`config.mk`:
```
export PLATFORM = sky130hd
export DESIGN_NAME = dsf_fifo
export DESIGN_NICKNAME = d
export VERILOG_FILES = /design/src/rtl/dsf_pkg.sv /design/src/rtl/dsf_store.sv /design/src/rtl/dsf_ctrl.sv /design/src/rtl/dsf_thresh.sv /design/src/rtl/dsf_fifo.sv
export SDC_FILE = /design/constraint.sdc
export NUM_CORES = 1
export LEC_CHECK = 0
export ABC_AREA = 1
export BUFFER_PORTS_ARGS = -buffer_cell sky130_fd_sc_hd__buf_2
export CORE_UTILIZATION = 55
export DETAILED_ROUTE_END_ITERATION = 8
export PLACE_DENSITY_LB_ADDON = 0.12
export SYNTH_ARGS = -nofsm -noshare
export SYNTH_HDL_FRONTEND = slang
export SYNTH_HIERARCHICAL = 1
export SYNTH_SLANG_ARGS = --single-unit
```
`constraint.sdc`:
```
create_clock -name clk_i -period 3.9 [get_ports clk_i]
set_input_delay 0.195 -clock clk_i [delete_from_list [all_inputs] [get_ports clk_i]]
set_output_delay 0.195 -clock clk_i [all_outputs]
set_load 0.02 [all_outputs]
```
`src/rtl/dsf_pkg.sv`:
```
package dsf_pkg;
  localparam int unsigned LANES = 4;

  typedef enum logic [1:0] {
    SZ_BYTE = 2'd0,
    SZ_HALF = 2'd1,
    SZ_WORD = 2'd2,
    SZ_BAD  = 2'd3
  } item_sz_e;

  function automatic logic [2:0] sz_bytes(input logic [1:0] s);
    case (item_sz_e'(s))
      SZ_BYTE: return 3'd1;
      SZ_HALF: return 3'd2;
      default: return 3'd4;
    endcase
  endfunction
endpackage

```
`src/rtl/dsf_store.sv`:
```
module dsf_store #(
  parameter int unsigned CAP_BYTES = 16,
  parameter int unsigned PW        = 4
) (
  input  logic          clk_i,
  input  logic          rst_ni,
  input  logic          we_i,
  input  logic [PW-1:0] wptr_i,
  input  logic [2:0]    wcnt_i,
  input  logic [31:0]   wdata_i,
  input  logic [PW-1:0] rptr_i,
  input  logic [2:0]    rcnt_i,
  output logic [31:0]   rdata_o
);
  logic [7:0] mem [CAP_BYTES];

  for (genvar j = 0; j < CAP_BYTES; j++) begin : g_byte
    logic [PW-1:0] off;
    logic [7:0]    byte_q;
    // lane offset of this byte relative to the write pointer
    assign off = PW'(j) - wptr_i;
    always_ff @(posedge clk_i or negedge rst_ni) begin
      if (!rst_ni)                                  byte_q <= 8'h00;
      else if (we_i && (32'(off) < 32'(wcnt_i)))    byte_q <= wdata_i[8*off[1:0] +: 8];
    end
    assign mem[j] = byte_q;
  end

  for (genvar k = 0; k < dsf_pkg::LANES; k++) begin : g_rd
    logic [PW-1:0] ra;
    assign ra = rptr_i + PW'(k);
    assign rdata_o[8*k +: 8] = (32'(k) < 32'(rcnt_i)) ? mem[ra] : 8'h00;
  end
endmodule

```
`src/rtl/dsf_ctrl.sv`:
```
module dsf_ctrl #(
  parameter int unsigned CAP_BYTES = 16,
  parameter int unsigned PW        = 4,
  parameter int unsigned LW        = 5
) (
  input  logic          clk_i,
  input  logic          rst_ni,
  input  logic          direct_i,
  input  logic          size_bad_i,
  input  logic          push_i,
  input  logic [2:0]    wcnt_i,
  input  logic          pop_i,
  input  logic [2:0]    rcnt_i,
  input  logic          clr_fifo_err_i,
  input  logic          clr_dmode_err_i,
  output logic [PW-1:0] wptr_o,
  output logic [PW-1:0] rptr_o,
  output logic [LW-1:0] level_o,
  output logic          push_ok_o,
  output logic          pop_ok_o,
  output logic          fifo_err_o,
  output logic          dmode_err_o
);
  localparam logic [LW-1:0] CAP_L    = LW'(CAP_BYTES);
  localparam logic [LW-1:0] DIRECT_L = LW'(dsf_pkg::LANES);

  logic [PW-1:0] wptr_q, rptr_q;
  logic [LW-1:0] level_q, level_d, cap_eff, free_b;
  logic          ferr_q, derr_q, ferr_set, derr_set;
  logic          push_rej, pop_rej;

  assign cap_eff   = direct_i ? DIRECT_L : CAP_L;
  assign free_b    = (level_q >= cap_eff) ? '0 : cap_eff - level_q;
  assign push_ok_o = push_i && (free_b >= LW'(wcnt_i));
  assign pop_ok_o  = pop_i && (level_q >= LW'(rcnt_i));
  assign push_rej  = push_i && !push_ok_o;
  assign pop_rej   = pop_i && !pop_ok_o;

  assign ferr_set = !direct_i && (push_rej || pop_rej || size_bad_i);
  assign derr_set = direct_i && (push_rej || pop_rej);

  always_comb begin
    level_d = level_q;
    if (push_ok_o) level_d = level_d + LW'(wcnt_i);
    if (pop_ok_o)  level_d = level_d - LW'(rcnt_i);
  end

  always_ff @(posedge clk_i or negedge rst_ni) begin
    if (!rst_ni) begin
      wptr_q  <= '0;
      rptr_q  <= '0;
      level_q <= '0;
      ferr_q  <= 1'b0;
      derr_q  <= 1'b0;
    end else begin
      if (push_ok_o) wptr_q <= wptr_q + PW'(wcnt_i);
      if (pop_ok_o)  rptr_q <= rptr_q + PW'(rcnt_i);
      level_q <= level_d;
      ferr_q  <= ferr_set || (ferr_q && !clr_fifo_err_i);
      derr_q  <= derr_set || (derr_q && !clr_dmode_err_i);
    end
  end

  assign wptr_o      = wptr_q;
  assign rptr_o      = rptr_q;
  assign level_o     = level_q;
  assign fifo_err_o  = ferr_q;
  assign dmode_err_o = derr_q;

  assert_level_bound_R4: assert property (@(posedge clk_i) disable iff (!rst_ni)
    level_q <= CAP_L);
  assert_no_overflow_R7: assert property (@(posedge clk_i) disable iff (!rst_ni)
    (push_i && !direct_i && !push_ok_o) |=> fifo_err_o);
  assert_underflow_hold_R8: assert property (@(posedge clk_i) disable iff (!rst_ni)
    (pop_i && !pop_ok_o && !push_ok_o) |=> (level_q == $past(level_q)));
  assert_err_sticky_R10: assert property (@(posedge clk_i) disable iff (!rst_ni)
    (fifo_err_o && !clr_fifo_err_i) |=> fifo_err_o);
  assert_direct_single_R11: assert property (@(posedge clk_i) disable iff (!rst_ni)
    (direct_i && level_q <= DIRECT_L) |=> (level_q <= DIRECT_L));
  assert_dmode_err_R12: assert property (@(posedge clk_i) disable iff (!rst_ni)
    (direct_i && push_i && !push_ok_o) |=> dmode_err_o);
endmodule

```
`src/rtl/dsf_thresh.sv`:
```
module dsf_thresh #(
  parameter int unsigned CAP_BYTES = 16,
  parameter int unsigned LW        = 5
) (
  input  logic          clk_i,
  input  logic          rst_ni,
  input  logic          direct_i,
  input  logic [1:0]    thresh_i,
  input  logic [LW-1:0] level_i,
  output logic          drain_req_o
);
  localparam int unsigned QUARTER = CAP_BYTES / 4;

  logic [LW-1:0] thr_b;

  always_comb begin
    case (thresh_i)
      2'd0:    thr_b = LW'(QUARTER);
      2'd1:    thr_b = LW'(2 * QUARTER);
      2'd2:    thr_b = LW'(3 * QUARTER);
      default: thr_b = LW'(CAP_BYTES);
    endcase
  end

  assign drain_req_o = !direct_i && (level_i >= thr_b);

  assert_drain_low_R6: assert property (@(posedge clk_i) disable iff (!rst_ni)
    (level_i < LW'(QUARTER)) |-> !drain_req_o);
  assert_drain_direct_R6: assert property (@(posedge clk_i) disable iff (!rst_ni)
    direct_i |-> !drain_req_o);
endmodule

```
`src/rtl/dsf_fifo.sv`:
```
module dsf_fifo #(
  parameter int unsigned NUM_WORDS = 4
) (
  input  logic        clk_i,
  input  logic        rst_ni,
  input  logic        direct_mode_i,
  input  logic        mem_to_periph_i,
  input  logic [1:0]  src_size_i,
  input  logic [1:0]  dst_size_i,
  input  logic [1:0]  thresh_i,
  input  logic        push_i,
  input  logic [31:0] push_data_i,
  input  logic        pop_i,
  output logic [31:0] pop_data_o,
  output logic        pop_valid_o,
  output logic        drain_req_o,
  output logic        fetch_req_o,
  input  logic        clr_fifo_err_i,
  input  logic        clr_dmode_err_i,
  output logic        fifo_err_o,
  output logic        dmode_err_o
);
  import dsf_pkg::*;

  localparam int unsigned CAP_BYTES = NUM_WORDS * LANES;
  localparam int unsigned PW        = $clog2(CAP_BYTES);
  localparam int unsigned LW        = $clog2(CAP_BYTES + 1);

  logic [2:0]    wcnt, rcnt;
  logic          size_bad;
  logic [PW-1:0] wptr, rptr;
  logic [LW-1:0] level;
  logic          push_ok, pop_ok;

  // pass-through always moves whole words
  assign wcnt     = direct_mode_i ? 3'd4 : sz_bytes(src_size_i);
  assign rcnt     = direct_mode_i ? 3'd4 : sz_bytes(dst_size_i);
  assign size_bad = !direct_mode_i &&
                    (item_sz_e'(src_size_i) == SZ_BAD || item_sz_e'(dst_size_i) == SZ_BAD);

  dsf_ctrl #(.CAP_BYTES(CAP_BYTES), .PW(PW), .LW(LW)) i_ctrl (
    .clk_i           (clk_i),
    .rst_ni          (rst_ni),
    .direct_i        (direct_mode_i),
    .size_bad_i      (size_bad),
    .push_i          (push_i),
    .wcnt_i          (wcnt),
    .pop_i           (pop_i),
    .rcnt_i          (rcnt),
    .clr_fifo_err_i  (clr_fifo_err_i),
    .clr_dmode_err_i (clr_dmode_err_i),
    .wptr_o          (wptr),
    .rptr_o          (rptr),
    .level_o         (level),
    .push_ok_o       (push_ok),
    .pop_ok_o        (pop_ok),
    .fifo_err_o      (fifo_err_o),
    .dmode_err_o     (dmode_err_o)
  );

  dsf_store #(.CAP_BYTES(CAP_BYTES), .PW(PW)) i_store (
    .clk_i   (clk_i),
    .rst_ni  (rst_ni),
    .we_i    (push_ok),
    .wptr_i  (wptr),
    .wcnt_i  (wcnt),
    .wdata_i (push_data_i),
    .rptr_i  (rptr),
    .rcnt_i  (rcnt),
    .rdata_o (pop_data_o)
  );

  dsf_thresh #(.CAP_BYTES(CAP_BYTES), .LW(LW)) i_thresh (
    .clk_i       (clk_i),
    .rst_ni      (rst_ni),
    .direct_i    (direct_mode_i),
    .thresh_i    (thresh_i),
    .level_i     (level),
    .drain_req_o (drain_req_o)
  );

  assign pop_valid_o = level >= LW'(rcnt);
  assign fetch_req_o = direct_mode_i && mem_to_periph_i && (level == '0);

  assert_preload_fill_R13: assert property (@(posedge clk_i) disable iff (!rst_ni)
    (fetch_req_o && push_i) |=> pop_valid_o);
  assert_pop_needs_valid_R5: assert property (@(posedge clk_i) disable iff (!rst_ni)
    (pop_i && !pop_valid_o && !push_i) |=> $stable(level));
endmodule

```
==> flow_summary.ini, run 1 <==
[status]
outcome = complete, but fails checks
violations = DRC

[synth]
yosys.area_share.simple = 0.522
synth_area_sq_um = 12500
synth.area.mux_share = 0.00161
ys.flop_type = dfrtp_1
synth_top_family_by_area = simple AND/OR/NAND/NOR gates
synth_fa_ha_area_frac = 0.0607
synthTopCellsByArea = dfrtp_1 29%, nand2_1 26%, nand3_1 15%, ha_1 5.4%, nor2_1 4.6%
synth_xor_area_frac = 0.0165
postSynthAreaPerCell_sq_um = 6.22
synth_seq_cells = 143
synth_largest_area_cell = dfrtp_1
synthCells = 2004
synth.top_cell.area_share = 0.287
ys_seq_area_frac = 0.287
synthArstFlopShare = 1.00
ys_top_cells_by_count = 856 x nand2_1, 373 x nand3_1, 152 x nor2_1
synth_compound_gate_area_share = 0.0415
yosys_warnings = 6
post-synth-top-count-cell = nand2_1
synth_fp_nets = 2108
synth_enable_flop_cells = 0
yosysUniqueCellTypes = 45

[critical_path]
crit_path_end_kind = flop
r2r_start = i_ctrl/level_o[0]$_DFF_PN0_
reg2reg_slack_ns = 0.26
required_ns = 4.22
path_class = reg2reg
cp.arrival_ns = 3.96
r2r_cells = 21
rr_endpoint = i_store/g_byte[9].byte_q[3]$_DFFE_PN0P_
critical_path.max_fanout = 9
cp-start-kind = flop

[grt]
grtUsageMet1 = 0.562
antenna_found_initial = 0
grtUsageMet3 = 0.0734
grtUsageMet2 = 0.616
grt_pass1_vias = 12589
grt_usage = 0.416
grt_pass1_wl_mm = 73.0
busiest_layer = met2
grt_max_degree = 129
grt_overflow = 0

[route]
vias_per_cell = 6.03
drc = 2
avgRoutedWirePerCell_um = 20.5
drtIter0Drc = 2055
wl_mm = 47.8
vias = 14074
antenna_left = 0
firstDrtPassIters = 9

[sta]
fmax_mhz = 274
hold_viol_final = 0
tns_ns = 0
slew_headroom = 0.193
rsz0062_at_grt = false
tightest_slew_ns = 1.21
fin_crit_sh = 0.935
fin_crit_ns = 3.64
setup_viol = 0
slew_violations = 0
skew_ns = 0.0152

[placement]
place.port_buffers = 82
gp_congestion = 0.998
dp_hpwl_mm = 35.1

[floorplanning]
initial_core_util = 0.565
die_w_um = 152
fp-row-count = 54
die_h_um = 152
pin_count = 83
die_area_sq_um = 23300
core_sq_um = 22000

[hold_path]
hp-start = direct_mode_i
hold-path-endpoint = i_ctrl/dmode_err_o$_DFF_PN0_
min_path_type = in2reg
min_path_cells = 3

[cts]
clock_path_buffers = 2
clkTransAtPathRegs_ns = 0.07
cts_sinks = 143
cts_tree = done
clock_latency_ns = 0.44
root_buffer = clkbuf_16
cts_made_buffers = 17
htreeDepth = 4
cts_setup_buffers = 0

[job]
cap_violations = 0

[final_layout]
area_growth_syn_to_layout_pct = 9.42
drive_gt1_frac = 0.112
diodes = 0
nets = 2146
[layer usage]
| metal | wire length [um] | up-vias |
|---|---|---|
| li1 | - | 6604 |
| met3 | 5160 | 142 |
| met4 | 3240 | 0 |
| met1 | 18900 | 6493 |
| met2 | 20500 | 835 |
| met5 | 0 | - |
[worst max-delay path, stage by stage (launching register included)]
cell	delay [ns]
dfrtp_1	0.50
inv_1	0.16
ha_1	0.27
nand3_1	0.11
nor2_1	0.06
a21oi_2	0.17
o21ai_0	0.11
a21oi_1	0.13
ha_1	0.27
nand2_1	0.07
a21oi_1	0.04
a211oi_2	0.22
nand2_4	0.11
nand2_4	0.12
buf_4	0.18
inv_1	0.07
inv_2	0.26
nor2_1	0.14
nand3_2	0.19
inv_1	0.16
nand2_1	0.09
nand2_1	0.08
[registers in the layout, indices dropped and copies added, names as in the netlist]
register,count
i_ctrl/dmode_err_o,1
i_ctrl/fifo_err_o,1
i_ctrl/rptr_o,4
i_ctrl/level_o,5
i_ctrl/wptr_o,4
i_store/g_byte.byte_q,128
[layout make-up]
cell class / instances / area [sq um]
repair buffers: 112 / 662
clock inverters: 15 / 189
inverters: 105 / 398
multi-input cells: 1663 / 8020
well taps: 280 / 350
flip-flops and latches: 143 / 3580
clock buffers: 17 / 425
fillers: 2183 / 8400
[layout by cell type (no fill, tap or decap), drive strengths merged]
cell type	instances
a211oi	1
nand3	386
clkinv	6
o21ai	71
clkinvlp	1
mux2i	2
nor2	161
a21o	1
o21bai	3
nand2	877
dfrtp	143
bufinv	2
xnor2	4
or2	2
buf	109
fa	4
a21boi	1
nand3b	1
nand4	65
a21oi	12
dlygate4sd3	3
ha	54
and2	1
inv	111
xor2	13
nor3	4
clkbuf	17
[metrics by stage]
stage	hold WS, ns	std cells	util	worst slack [ns]	cell area, sq um
floorplan	-0.101	2004	-	0.437	12500
global placement	0.366	2300	0.589	0.327	13000
detailed placement	0.376	2300	0.589	0.276	13000
CTS	0.0914	2335	0.618	0.212	13600
global route	0.124	2335	0.619	0.0349	13600
finish	0.0910	2335	0.619	0.255	13600
[cells by family (layout without fill, tap and decap cells)]
group / after synthesis / in the layout
AND/OR/NAND/NOR: 1497 / 1497
flip-flops: 143 / 143
buffers and inverters: 198 / 249
adder cells (fa/ha/maj): 58 / 58
multiplexers: 2 / 2
XOR/XNOR: 17 / 17
AO/OA/AOI/OAI: 89 / 89
[repair_timing]
action,4_1_cts,5_1_grt
resized for setup,0,4
endpoints found under the setup margin,0,71
endpoints found under the hold margin,95,0
hold buffers,3,0
[worst max path at each step]
stage                                      startpoint                                       to  cells after the start
after global placement    i_ctrl/level_o[0]$_DFF_PN0_  i_store/g_byte[9].byte_q[5]$_DFFE_PN0P_                     21
after global routing      i_ctrl/level_o[0]$_DFF_PN0_  i_store/g_byte[9].byte_q[4]$_DFFE_PN0P_                     21
final                     i_ctrl/level_o[0]$_DFF_PN0_  i_store/g_byte[9].byte_q[3]$_DFFE_PN0P_                     21
after floorplan           i_ctrl/level_o[2]$_DFF_PN0_              i_ctrl/level_o[4]$_DFF_PN0_                     24
after CTS                 i_ctrl/level_o[0]$_DFF_PN0_  i_store/g_byte[6].byte_q[3]$_DFFE_PN0P_                     20
after detailed placement  i_ctrl/level_o[1]$_DFF_PN0_  i_store/g_byte[6].byte_q[3]$_DFFE_PN0P_                     20
Power of run 1 is left out: the tool's default activity adds up to more than one toggle a clock period on the data nets, which glitch-free logic cannot reach.
==> run 2: changes to the inputs <==
--- a/config.mk
+++ b/config.mk
@@ -5,8 +5,9 @@
 export SDC_FILE = /design/constraint.sdc
 export NUM_CORES = 1
 export LEC_CHECK = 0
-export ABC_AREA = 1
+export ABC_AREA = 0
 export BUFFER_PORTS_ARGS = -buffer_cell sky130_fd_sc_hd__buf_2
+export CORE_MARGIN = 2
 export CORE_UTILIZATION = 55
 export DETAILED_ROUTE_END_ITERATION = 8
 export PLACE_DENSITY_LB_ADDON = 0.12
==> run 2 against run 1 <==
Effect of this change: hold slack better by 0.058 ns; largest cell class unchanged; the run ends with setup timing left; via count is 36% lower; critical endpoint is now i_ctrl/level_o[4]$_DFF_PN0_; maximum frequency shrank 15%; clock-buffer cell count did not move; sequential share of layout area fell by 0.65 points; worst setup slack worse by 0.64 ns; register-to-register slack worse by 0.64 ns; highest routed layer unchanged; final cell count shrank 43%; critical path depth up 1; area after synthesis decreased by 3.5%; core utilization is 2.8 points higher.
==> flow_summary.ini, run 2 <==
[status]
outcome = complete, but fails checks
violations = setup timing

[placement]
place_area_sq_um = 13100
placed_cells = 1278
place.port_buffers = 82
gp_congestion = 0.915
dp_hpwl_mm = 24.3

[grt]
grt_usage = 0.310
grt_max_degree = 120
grt_pass1_vias = 8874
grt_pass1_wl_mm = 54.1
grt_overflow = 0
antenna_found_initial = 0

[job]
cap_violations = 0

[floorplanning]
pin_count = 83
die_area_sq_um = 23100
core_sq_um = 21600
initial_core_util = 0.556
die_w_um = 152
fp-row-count = 54
die_h_um = 152

[route]
vias = 9061
avgRoutedWirePerCell_um = 26.5
firstDrtPassIters = 5
drc = 0
antenna_left = 0
vias_per_cell = 6.83
wl_mm = 35.1
drtIter0Drc = 711

[critical_path]
crit_path_end_kind = flop
cp-start-kind = flop
r2r_cells = 22
path_class = reg2reg
cp.arrival_ns = 4.61
required_ns = 4.22
critical_path.max_fanout = 4

[cts]
clkTransAtPathRegs_ns = 0.07
cts_made_buffers = 17
root_buffer = clkbuf_16
htreeDepth = 4
cts_sinks = 143
cts_tree = done
clock_latency_ns = 0.44
clock_path_buffers = 2

[sta]
fmax_mhz = 233
slew_headroom = 0.167
skew_ns = 0.0111
rsz0062_at_grt = true
hold_viol_final = 0
fin_crit_sh = 1.10
worst_slack_ns = -0.387
setup_viol = 38
tns_ns = -1.99
slew_violations = 0
tightest_slew_ns = 1.24
fin_crit_ns = 4.29

[final_layout]
stdcell_count = 1326
fillers = 1712
final_common_cell = mux4_2
top_register = i_store/g_byte.byte_q
nets = 1137
largest_reg_flops = 128
area_growth_syn_to_layout_pct = 16.2
finalInstanceArea_sq_um = 14000
drive_gt1_frac = 0.486
diodes = 0
layout_common_cells = 145 x mux4_2, 140 x dfrtp_1, 130 x mux2_2

[synth]
postSynthAreaPerCell_sq_um = 13.2
synthTopCellsByArea = dfrtp_1 30%, mux4_2 27%, mux2_2 12%, mux2i_1 5.8%, ha_1 5.6%
yosysUniqueCellTypes = 68
ys_seq_area_frac = 0.298
ys.flop_type = dfrtp_1
synth_largest_area_cell = dfrtp_1
synth_fp_nets = 1014
ys_top_cells_by_count = 145 x mux4_2, 143 x dfrtp_1, 131 x mux2_2
synth.top_cell.area_share = 0.298
post-synth-top-count-cell = mux4_2
synth_enable_flop_cells = 0
synthArstFlopShare = 1.00
synth_seq_cells = 143
synthCells = 910
synth_area_sq_um = 12000
yosys_warnings = 6

[hold_path]
min_path_cells = 3
min_path_type = in2reg
## run 2: cell count changes in the layout (fill, tap and decap cells not counted), moves of 67 or more
cell / previous run / this run
mux2_2: 0 / 130
nand3_1: 373 / 10
mux4_2: 0 / 145
mux2i_1: 2 / 69
nor2_1: 152 / 19
nand2_1: 856 / 47
## run 2: final cells by class
class / instances / area, sq um / area share
Clock buffer: 17 / 425 / 0.0304
Clock inverter: 15 / 191 / 0.0137
Inverter: 45 / 178 / 0.0127
Multi-Input combinational cell: 669 / 8140 / 0.582
Sequential cell: 143 / 3580 / 0.257
Tap cell: 280 / 350 / 0.0251
Timing Repair Buffer: 157 / 1100 / 0.0791
## run 2: final timing paths
| kind | startpoint | end | slack (ns) |
|---|---|---|---|
| setup / recovery | i_ctrl/level_o[2]$_DFF_PN0_ | i_ctrl/level_o[4]$_DFF_PN0_ | -0.39 |
| hold / removal | pop_i | i_ctrl/dmode_err_o$_DFF_PN0_ | 0.15 |
| setup reg to reg | i_ctrl/level_o[2]$_DFF_PN0_ | i_ctrl/level_o[4]$_DFF_PN0_ | -0.39 |
| hold reg to reg | i_ctrl/fifo_err_o$_DFF_PN0_ | i_ctrl/fifo_err_o$_DFF_PN0_ | 0.54 |
| max in group asynchronous | rst_ni | i_store/g_byte[7].byte_q[6]$_DFFE_PN0P_ | 2.55 |
| min in group asynchronous | rst_ni | i_ctrl/dmode_err_o$_DFF_PN0_ | 0.39 |
## run 2: cells by family after synthesis
group / count (synthesis) / share of synthesized area
buffers and inverters: 98 / 0.0363
AND/OR/NAND/NOR: 135 / 0.0603
flip-flops: 143 / 0.298
AO/OA/AOI/OAI: 105 / 0.0697
multiplexers: 349 / 0.456
adder cells (fa/ha/maj): 58 / 0.0629
XOR/XNOR: 22 / 0.0176
## run 2: critical path: stages (launching register included)
cell and delay, ns:
dfrtp_1 0.36, inv_2 0.06, ha_4 0.26, or3b_4 0.37, or2b_1 0.19, a21oi_2 0.08
a31oi_2 0.16, nand2_1 0.08, ha_1 0.27, nand2b_4 0.13, a21o_1 0.18, a21o_1 0.19
a22oi_4 0.24, inv_4 0.08, mux2i_4 0.19, ha_2 0.20, fa_2 0.34, nor2b_1 0.15
nor3b_2 0.08, a21o_1 0.18, a21oi_1 0.16, a211oi_2 0.10, xnor2_1 0.13
## run 2: what timing repair did
action,in CTS,in global routing
endpoints found under the setup margin,42,108
buffers inserted,7,6
pin swaps,2,8
hold endpoints to repair,92,0
gates resized for setup,7,18
hold buffers,3,0
## run 2: per-stage QoR
stage / utilization / worst slack [ns] / hold WS [ns]
3_3_place_gp: 0.606 / -0.249 / 0.346
2_1_floorplan: - / -0.303 / -0.101
5_1_grt: 0.646 / -0.632 / 0.142
4_1_cts: 0.640 / -0.384 / 0.119
6_report: 0.646 / -0.387 / 0.149
3_5_place_dp: 0.606 / -0.438 / 0.345
## run 2: per-layer routing
layer	up-vias	GRT usage	share of wire
li1	3853	-	-
met1	4682	0.437	0.40
met2	457	0.489	0.48
met3	69	0.0682	0.087
met4	0	0.0935	0.029
met5	-	0	0
Power of run 2 is left out for the same reason.
